==> src/rtl/hfp_pkg.sv <==
package hfp_pkg;

    localparam int EXP_W   = 7;
    localparam int LFRAC_W = 56;
    localparam int SFRAC_W = 24;

    typedef enum logic [2:0] {
        S_IDLE,
        S_NORM,
        S_DIVIDE,
        S_PACK,
        S_EARLY
    } div_state_t;

    typedef enum logic [1:0] {
        EK_SPEC,
        EK_DZERO,
        EK_TZERO
    } early_kind_t;

    typedef enum logic {
        C_IDLE,
        C_RUN
    } core_state_t;

    // A floating-point register designator is usable when even and at most 6.
    function automatic logic fpr_ok(input logic [3:0] sel);
        return (sel[0] == 1'b0) && (sel[3] == 1'b0);
    endfunction

endpackage

==> src/rtl/hfp_div_unpack.sv <==
module hfp_div_unpack #(
    parameter int EW = 7,
    parameter int FW = 56,
    parameter int SW = 24,
    localparam int W = 1 + EW + FW
) (
    input  logic [W-1:0]  word,
    input  logic          fmt_long,
    output logic          sign,
    output logic [EW-1:0] chr,
    output logic [FW-1:0] frac,
    output logic          frac_zero
);

    // Sign and characteristic occupy the same bits in both formats.
    assign sign = word[W-1];
    assign chr  = word[W-2 -: EW];

    // A short fraction is aligned to the top of the long fraction field.
    always_comb begin
        if (fmt_long) begin
            frac = word[FW-1:0];
        end else begin
            frac = {word[FW-1 -: SW], {(FW-SW){1'b0}}};
        end
    end

    assign frac_zero = (frac == '0);

endmodule

==> src/rtl/hfp_div_frac_core.sv <==
module hfp_div_frac_core #(
    parameter int FW = 56,
    localparam int QW = FW + 4,
    localparam int CW = $clog2(QW + 1)
) (
    input  logic          clk,
    input  logic          rst_n,
    input  logic          go,
    input  logic [CW-1:0] n_bits,
    input  logic [FW-1:0] num,
    input  logic [FW-1:0] den,
    output logic          fin,
    output logic [QW-1:0] quo
);
    import hfp_pkg::*;

    core_state_t   cst_q;
    logic [FW-1:0] rem_q;
    logic [QW-1:0] feed_q;
    logic [CW-1:0] cnt_q;

    logic [FW:0]   trial;
    logic [FW:0]   diff;
    logic          fits;
    logic [FW-1:0] rem_nxt;

    // One restoring step: shift in the next numerator bit, subtract if it fits.
    always_comb begin
        trial   = {rem_q, feed_q[QW-1]};
        diff    = trial - {1'b0, den};
        fits    = (trial >= {1'b0, den});
        rem_nxt = fits ? diff[FW-1:0] : trial[FW-1:0];
    end

    always_ff @(posedge clk) begin
        if (!rst_n) begin
            cst_q  <= C_IDLE;
            rem_q  <= '0;
            feed_q <= '0;
            cnt_q  <= '0;
            quo    <= '0;
            fin    <= 1'b0;
        end else begin
            fin <= 1'b0;
            unique case (cst_q)
                C_IDLE: begin
                    if (go) begin
                        cst_q  <= C_RUN;
                        // numerator is num * 2^(n_bits-4): top part seeds the remainder
                        rem_q  <= {4'b0000, num[FW-1:4]};
                        feed_q <= {num[3:0], {(QW-4){1'b0}}};
                        cnt_q  <= n_bits;
                        quo    <= '0;
                    end
                end
                C_RUN: begin
                    rem_q  <= rem_nxt;
                    feed_q <= {feed_q[QW-2:0], 1'b0};
                    quo    <= {quo[QW-2:0], fits};
                    cnt_q  <= cnt_q - 1'b1;
                    if (cnt_q == CW'(1)) begin
                        cst_q <= C_IDLE;
                        fin   <= 1'b1;
                    end
                end
                default: cst_q <= C_IDLE;
            endcase
        end
    end

    // partial remainder stays below the divisor throughout the loop
    p_rem_bound_r4: assert property (@(posedge clk) disable iff (!rst_n)
        (cst_q == C_RUN) |-> (rem_q < den));

endmodule

==> src/rtl/hfp_div_pack.sv <==
module hfp_div_pack #(
    parameter int EW = 7,
    parameter int FW = 56,
    parameter int SW = 24,
    localparam int W  = 1 + EW + FW,
    localparam int QW = FW + 4,
    localparam int XW = EW + 3
) (
    input  logic                 sign,
    input  logic signed [XW-1:0] exp_a,
    input  logic signed [XW-1:0] exp_b,
    input  logic [QW-1:0]        quo,
    input  logic                 fmt_long,
    input  logic                 uf_mask,
    output logic [W-1:0]         word,
    output logic                 ovf,
    output logic                 unf
);

    localparam int BIAS = 2 ** (EW - 1);
    localparam int MAXE = 2 ** EW - 1;

    logic                 int_nz;
    logic [FW-1:0]        frac;
    logic [SW-1:0]        sfrac;
    logic signed [XW-1:0] exp_raw;

    always_comb begin
        // Raw quotient lies in (1/16, 16); a nonzero integer digit means shift right.
        int_nz = fmt_long ? (quo[FW+3:FW] != 4'h0) : (quo[SW+3:SW] != 4'h0);
        sfrac  = int_nz ? quo[SW+3:4] : quo[SW-1:0];
        if (fmt_long) begin
            frac = int_nz ? quo[FW+3:4] : quo[FW-1:0];
        end else begin
            frac = {sfrac, {(FW-SW){1'b0}}};
        end

        exp_raw = exp_a - exp_b + $signed(XW'(BIAS))
                + $signed({{(XW-1){1'b0}}, int_nz});

        ovf  = 1'b0;
        unf  = 1'b0;
        word = {sign, exp_raw[EW-1:0], frac};
        if (exp_raw > $signed(XW'(MAXE))) begin
            ovf = 1'b1;                  // wrap down by 2^EW (low bits unchanged)
        end else if (exp_raw < $signed(XW'(0))) begin
            if (uf_mask) begin
                unf = 1'b1;              // wrap up by 2^EW
            end else begin
                word = '0;               // true zero, positive
            end
        end
    end

endmodule

==> src/rtl/hfp_divider.sv <==
module hfp_divider #(
    parameter int EW = hfp_pkg::EXP_W,
    parameter int FW = hfp_pkg::LFRAC_W,
    parameter int SW = hfp_pkg::SFRAC_W,
    localparam int W  = 1 + EW + FW,
    localparam int XW = EW + 3,
    localparam int QW = FW + 4,
    localparam int CW = $clog2(QW + 1)
) (
    input  logic         clk,
    input  logic         rst_n,
    input  logic         start,
    input  logic         fmt_long,
    input  logic         uf_mask,
    input  logic         reg_form,
    input  logic [3:0]   r1_sel,
    input  logic [3:0]   r2_sel,
    input  logic [W-1:0] dividend,
    input  logic [W-1:0] divisor,
    output logic         done,
    output logic         q_wr,
    output logic [W-1:0] quotient,
    output logic         exp_ovf,
    output logic         exp_unf,
    output logic         div_zero,
    output logic         spec_err
);
    import hfp_pkg::*;

    div_state_t  state_q, state_d;
    early_kind_t early_q;

    logic                 fmt_q, mask_q, sign_q;
    logic [FW-1:0]        na_q, nb_q;
    logic signed [XW-1:0] ea_q, eb_q;

    logic          ua_sign, ub_sign, ua_zero, ub_zero;
    logic [EW-1:0] ua_chr, ub_chr;
    logic [FW-1:0] ua_frac, ub_frac;

    logic          spec_bad;
    logic          a_norm, b_norm, core_go, core_fin;
    logic [CW-1:0] core_bits;
    logic [QW-1:0] core_quo;
    logic [W-1:0]  pk_word;
    logic          pk_ovf, pk_unf;

    hfp_div_unpack #(.EW(EW), .FW(FW), .SW(SW)) u_unp_a (
        .word(dividend), .fmt_long(fmt_long), .sign(ua_sign),
        .chr(ua_chr), .frac(ua_frac), .frac_zero(ua_zero)
    );

    hfp_div_unpack #(.EW(EW), .FW(FW), .SW(SW)) u_unp_b (
        .word(divisor), .fmt_long(fmt_long), .sign(ub_sign),
        .chr(ub_chr), .frac(ub_frac), .frac_zero(ub_zero)
    );

    assign spec_bad  = !fpr_ok(r1_sel) || (reg_form && !fpr_ok(r2_sel));
    assign a_norm    = (na_q[FW-1 -: 4] != 4'h0);
    assign b_norm    = (nb_q[FW-1 -: 4] != 4'h0);
    assign core_go   = (state_q == S_NORM) && a_norm && b_norm;
    assign core_bits = fmt_q ? CW'(QW) : CW'(SW + 4);

    hfp_div_frac_core #(.FW(FW)) u_core (
        .clk(clk), .rst_n(rst_n), .go(core_go), .n_bits(core_bits),
        .num(na_q), .den(nb_q), .fin(core_fin), .quo(core_quo)
    );

    hfp_div_pack #(.EW(EW), .FW(FW), .SW(SW)) u_pack (
        .sign(sign_q), .exp_a(ea_q), .exp_b(eb_q), .quo(core_quo),
        .fmt_long(fmt_q), .uf_mask(mask_q), .word(pk_word),
        .ovf(pk_ovf), .unf(pk_unf)
    );

    // Next-state logic
    always_comb begin
        state_d = state_q;
        unique case (state_q)
            S_IDLE: begin
                if (start) begin
                    if (spec_bad || ua_zero || ub_zero) state_d = S_EARLY; // early
                    else                                state_d = S_NORM;  // accept
                end
            end
            S_NORM:   if (a_norm && b_norm) state_d = S_DIVIDE;            // normalized
            S_DIVIDE: if (core_fin)         state_d = S_PACK;              // quotient_ready
            S_PACK:   state_d = S_IDLE;                                    // finish
            S_EARLY:  state_d = S_IDLE;                                    // finish
            default:  state_d = S_IDLE;
        endcase
    end

    // State register
    always_ff @(posedge clk) begin
        if (!rst_n) state_q <= S_IDLE;
        else        state_q <= state_d;
    end

    // Operand capture and pre-normalization
    always_ff @(posedge clk) begin
        if (!rst_n) begin
            early_q <= EK_SPEC;
            fmt_q   <= 1'b0;
            mask_q  <= 1'b0;
            sign_q  <= 1'b0;
            na_q    <= '0;
            nb_q    <= '0;
            ea_q    <= '0;
            eb_q    <= '0;
        end else begin
            unique case (state_q)
                S_IDLE: begin
                    if (start) begin
                        if (spec_bad)     early_q <= EK_SPEC;
                        else if (ub_zero) early_q <= EK_DZERO;
                        else              early_q <= EK_TZERO;
                        fmt_q  <= fmt_long;
                        mask_q <= uf_mask;
                        sign_q <= ua_sign ^ ub_sign;
                        na_q   <= ua_frac;
                        nb_q   <= ub_frac;
                        ea_q   <= $signed({{(XW-EW){1'b0}}, ua_chr});
                        eb_q   <= $signed({{(XW-EW){1'b0}}, ub_chr});
                    end
                end
                S_NORM: begin
                    if (!a_norm) begin
                        na_q <= {na_q[FW-5:0], 4'h0};
                        ea_q <= ea_q - XW'(1);
                    end
                    if (!b_norm) begin
                        nb_q <= {nb_q[FW-5:0], 4'h0};
                        eb_q <= eb_q - XW'(1);
                    end
                end
                default: ;
            endcase
        end
    end

    // Outputs
    always_ff @(posedge clk) begin
        if (!rst_n) begin
            done     <= 1'b0;
            q_wr     <= 1'b0;
            quotient <= '0;
            exp_ovf  <= 1'b0;
            exp_unf  <= 1'b0;
            div_zero <= 1'b0;
            spec_err <= 1'b0;
        end else begin
            done     <= 1'b0;
            q_wr     <= 1'b0;
            exp_ovf  <= 1'b0;
            exp_unf  <= 1'b0;
            div_zero <= 1'b0;
            spec_err <= 1'b0;
            unique case (state_q)
                S_PACK: begin
                    done     <= 1'b1;
                    q_wr     <= 1'b1;
                    quotient <= pk_word;
                    exp_ovf  <= pk_ovf;
                    exp_unf  <= pk_unf;
                end
                S_EARLY: begin
                    done <= 1'b1;
                    unique case (early_q)
                        EK_SPEC:  spec_err <= 1'b1;
                        EK_DZERO: div_zero <= 1'b1;
                        default: begin
                            q_wr     <= 1'b1;
                            quotient <= '0;
                        end
                    endcase
                end
                default: ;
            endcase
        end
    end

    // flags and write strobe only accompany done
    p_flags_with_done_r11: assert property (@(posedge clk) disable iff (!rst_n)
        (q_wr || exp_ovf || exp_unf || div_zero || spec_err) |-> done);

    // done is a single-cycle pulse
    p_done_pulse_r11: assert property (@(posedge clk) disable iff (!rst_n)
        done |=> !done);

    // suppressed operations leave the destination untouched
    p_suppress_hold_r2: assert property (@(posedge clk) disable iff (!rst_n)
        (done && (div_zero || spec_err)) |-> (!q_wr && $stable(quotient)));

    // specification check wins over divide-by-zero
    p_spec_first_r1: assert property (@(posedge clk) disable iff (!rst_n)
        spec_err |-> !div_zero);

    // overflow and underflow never together
    p_no_overflow_r5: assert property (@(posedge clk) disable iff (!rst_n)
        !(exp_ovf && exp_unf));

    // a written nonzero result has a nonzero leading hex digit
    p_lead_digit_r4: assert property (@(posedge clk) disable iff (!rst_n)
        (q_wr && (quotient != '0)) |-> (quotient[FW-1 -: 4] != 4'h0));

    // a zero fraction is always written as a positive true zero
    p_true_zero_r7: assert property (@(posedge clk) disable iff (!rst_n)
        (q_wr && (quotient[FW-1:0] == '0)) |-> (quotient == '0));

    // short results have a clear low half
    p_short_low_r9: assert property (@(posedge clk) disable iff (!rst_n)
        (q_wr && !fmt_q) |-> (quotient[FW-SW-1:0] == '0));

endmodule

==> config.mk <==
export PLATFORM = sky130hd
export DESIGN_NAME = hfp_divider
export DESIGN_NICKNAME = d
export VERILOG_FILES = /design/src/rtl/hfp_pkg.sv /design/src/rtl/hfp_div_unpack.sv /design/src/rtl/hfp_div_frac_core.sv /design/src/rtl/hfp_div_pack.sv /design/src/rtl/hfp_divider.sv
export SDC_FILE = /design/constraint.sdc
export NUM_CORES = 1
export LEC_CHECK = 0
export BUFFER_PORTS_ARGS = -buffer_cell sky130_fd_sc_hd__buf_2
export CAP_MARGIN = 20
export CORE_MARGIN = 1.5
export CORE_UTILIZATION = 40
export DETAILED_ROUTE_END_ITERATION = 12
export PLACE_DENSITY_LB_ADDON = 0.12
export RECOVER_POWER = 25
export SLEW_MARGIN = 20
export SYNTH_ARGS = -nofsm -noshare
export SYNTH_HDL_FRONTEND = slang
export SYNTH_SLANG_ARGS = --single-unit
==> constraint.sdc <==
create_clock -name clk -period 9.9 [get_ports clk]
set_input_delay 1.485 -clock clk [delete_from_list [all_inputs] [get_ports clk]]
set_output_delay 1.485 -clock clk [all_outputs]
set_load 0.05 [all_outputs]
==> flow_summary.json <==
{
  "syn_area_per_cell_um2": 7.70,
  "cp.required_ps": 10400,
  "die_h_um": 219,
  "fmax_mhz": 174,
  "synth_top_family_by_area": "compound AO/OA/AOI/OAI gates",
  "violations": "max-capacitance violations, max-slew violations",
  "cts_htree_levels": 2,
  "tightestPinTransition_ps": 3170,
  "synthSimpleGateAreaFrac_pct": 21.1,
  "drt_first_pass_iters": 5,
  "r2r_start": "fmt_q",
  "routed_wirelength_mm": 58.9,
  "drive_gt1_share_pct": 9.57,
  "yosys-top-cells-area": "dfxtp_1 36%, nand2_1 9.6%, ha_1 5.2%",
  "route.detailed.drc": 0,
  "synth-warning-count": 0,
  "rows": 79,
  "synth_top_area_share_pct": 36.2,
  "drt-initial-drc-count": 1267,
  "whs_path_depth": 2,
  "setup_viol": 0,
  "vdd_drop_max_mv": 0.166,
  "grt_pass1_wl_mm": 91.6,
  "gr-total-overflow": 0,
  "fin_crit_ps": 5740,
  "yosys.area.top_type": "dfxtp_1",
  "antenna_found_initial": 1,
  "grt_start_max_net_pins": 117,
  "rsz0062_at_grt": "false",
  "async_reset_ff_share_pct": 0,
  "cts_tree": "yes",
  "muxShareOfSynthArea_pct": 3.26,
  "status": "finished, violations left",
  "detail_route.vias_per_cell": 5.68,
  "synth_cell_types": 73,
  "criticalPathCategory": "in2reg",
  "fin_util_pct": 45.7,
  "area_delta_synth_final_pct": 13.4,
  "clk_pin_slew_ps": 60,
  "ff2ff_setup_slack_ps": 5280,
  "layout.filler_cells": 4781,
  "worstSkewPairLatency_ps": 560,
  "synth_xor_area_share_pct": 3.09,
  "nNetsFinal": 2735,
  "synth_seq_cells": 338,
  "synthAdderAreaFrac_pct": 5.36,
  "synth_compound_area_share_pct": 24.9,
  "cp-startpoint": "rst_n",
  "synth_cells": 2430,
  "crit_path_start_kind": "input pin",
  "die_w_um": 219,
  "timing.final.hold_violations": 0,
  "cp-end-kind": "flip-flop",
  "num_vias": 17900,
  "gp_congestion": 0.911,
  "numPlacedInstances": 3079,
  "tns_ps": 0,
  "core_area_um2": 46400,
  "grtUsageTotal_pct": 24.0,
  "numCtsBuffers": 40,
  "hpwl_mm": 42.0,
  "cts_resized": 0,
  "finClkSkew_ps": 17.6,
  "slew_violations": 60,
  "endpoint": "u_core.quo[19]",
  "port_buffers": 207,
  "path_max_fanout": 62,
  "seq_area_frac_synth_pct": 36.2,
  "clock-sinks": 338,
  "finalNonFillerCells": 3147,
  "synthFlopType": "dfxtp_1",
  "floorplan.initialDensity_pct": 40.3,
  "clock_tree.root_cell": "clkbuf_16",
  "ant_nets": 0,
  "routedWlPerCell_um": 18.7,
  "synth_fp_nets": 2651,
  "p_leak_nw": 8.56,
  "cts_hold_buffers": 0,
  "synth_area_um2": 18700,
  "cap_violations": 1,
  "regToRegEndpoint": "quotient[24]",
  "synth-edff-count": 0,
  "powerDensity_nw_per_um2": 175,
  "hp-class": "reg2reg",
  "io_pins": 212,
  "cts_setup_buffers": 0,
  "fin_crit_sh_pct": 58.0,
  "cts_buffer_depth": 3,
  "r2r_cells": 15,
  "arrival_ps": 6240,
  "die_area_um2": 48100,
  "max_slew_margin_pct": -111,
  "first_global_vias": 16500
}
[worst min-delay path by stage]
stage / from / endpoint / slack, ps
6_report: quotient[26] / quotient[26] / 450
5_1_grt: quotient[30] / quotient[30] / 480
4_1_cts: quotient[23] / quotient[23] / 460
3_5_place_dp: quotient[23] / quotient[23] / 440
3_3_place_gp: quotient[29] / quotient[29] / 430
2_1_floorplan: early_q[0] / spec_err / 420
[critical path, cell delays in order]
cell      delay, ps
buf_2            70
clkbuf_1       2220
nand2b_1       1150
nor2_4          410
buf_4           580
a22o_1          230
[synth_stat cells (all sizes together), types with 4 or more instances]
cell    number
a211oi      14
a21o        27
a21oi      115
a22o        71
a22oi       13
a311oi      58
a31oi       41
a32o        23
a32oi        4
and2         8
and3         7
and4         5
buf         43
clkbuf     146
dfxtp      338
ha          77
inv         95
mux2i       61
nand2      476
nand2b       6
nand3       73
nand4       33
nor2       199
nor2b       10
nor3        31
nor3b        8
nor4        41
o211ai      56
o21a        15
o21ai      191
o21bai      18
o22ai        7
o31a         5
o32a         4
or3          9
xnor2       44
xor2        22
[stage by stage]
step | worst slack [ps] | instance area (um^2) | power [W] | hold slack [ps]
floorplan | 5840 | 18700 | 0.00203 | 417
finish | 4160 | 21200 | 0.00372 | 451
global placement | 5310 | 20000 | 0.00223 | 431
detailed placement | 5280 | 20000 | 0.00223 | 442
global route | 3950 | 21200 | 0.00390 | 478
CTS | 5270 | 21300 | 0.00375 | 455
[logic make-up (layout without fill, tap and decap cells)]
| family | after synthesis | count (layout) |
|---|---|---|
| buf+inv | 284 | 393 |
| xor+xnor | 66 | 66 |
| other cells | 0 | 1 |
| simple gates | 913 | 913 |
| compound gates | 689 | 689 |
| fa+ha+maj | 79 | 79 |
| mux | 61 | 61 |
| flops | 338 | 338 |
[area by class of cell]
cell class | count | area, um^2 | area share, %
Multi-Input combinational cell | 1808 | 10900 | 51.2
Sequential cell | 338 | 6770 | 31.9
Clock buffer | 56 | 1160 | 5.48
Timing Repair Buffer | 231 | 1130 | 5.32
Tap cell | 607 | 759 | 3.58
Inverter | 95 | 359 | 1.69
Clock inverter | 11 | 169 | 0.797
Antenna cell | 1 | 2.50 | 0.0118
[placed cells by master (no fill, tap or decap), types with 8 or more instances in the layout]
cell type / synthesis / final
ha_1: 77 / 77
buf_2: 23 / 137
a31oi_1: 41 / 41
o21a_1: 15 / 15
nor3b_1: 8 / 8
nor3_1: 29 / 28
a21o_1: 27 / 27
a22o_1: 71 / 71
buf_4: 8 / 22
nor2_1: 199 / 198
inv_1: 93 / 93
nand2_1: 476 / 474
a22oi_1: 13 / 13
a211oi_1: 14 / 14
o211ai_1: 56 / 56
a311oi_1: 58 / 58
clkbuf_16: 0 / 41
a21oi_1: 114 / 113
clkbuf_1: 146 / 78
dfxtp_1: 338 / 337
xor2_1: 22 / 22
nor2b_1: 10 / 10
nand3_1: 73 / 73
nand4_1: 33 / 33
mux2i_1: 61 / 61
o21ai_0: 184 / 183
nor4_1: 40 / 40
o21bai_1: 18 / 18
clkbuf_8: 0 / 8
xnor2_1: 44 / 44
a32o_1: 23 / 23
or3_1: 9 / 8
[state kept, by name, indices dropped and copies added, names as in the netlist, 2 cells and up]
signal,cells
ea_q,10
early_q,2
eb_q,10
na_q,56
nb_q,56
quotient,64
state_q,3
u_core.cnt_q,6
u_core.feed_q,4
u_core.quo,60
u_core.rem_q,56
[per-layer routing]
metal	part of all wire, %	GRT usage (%)
met1	47	33.2
met2	46	39.4
met3	4.5	2.61
met4	2.1	7.03
met5	0	0
[power breakdown]
group / switching (W) / internal (W)
clock network: 0.000588 / 0.000920
logic: 0.000468 / 0.000273
registers: 0.0000478 / 0.00142
Power figures use the tool's default switching activity.
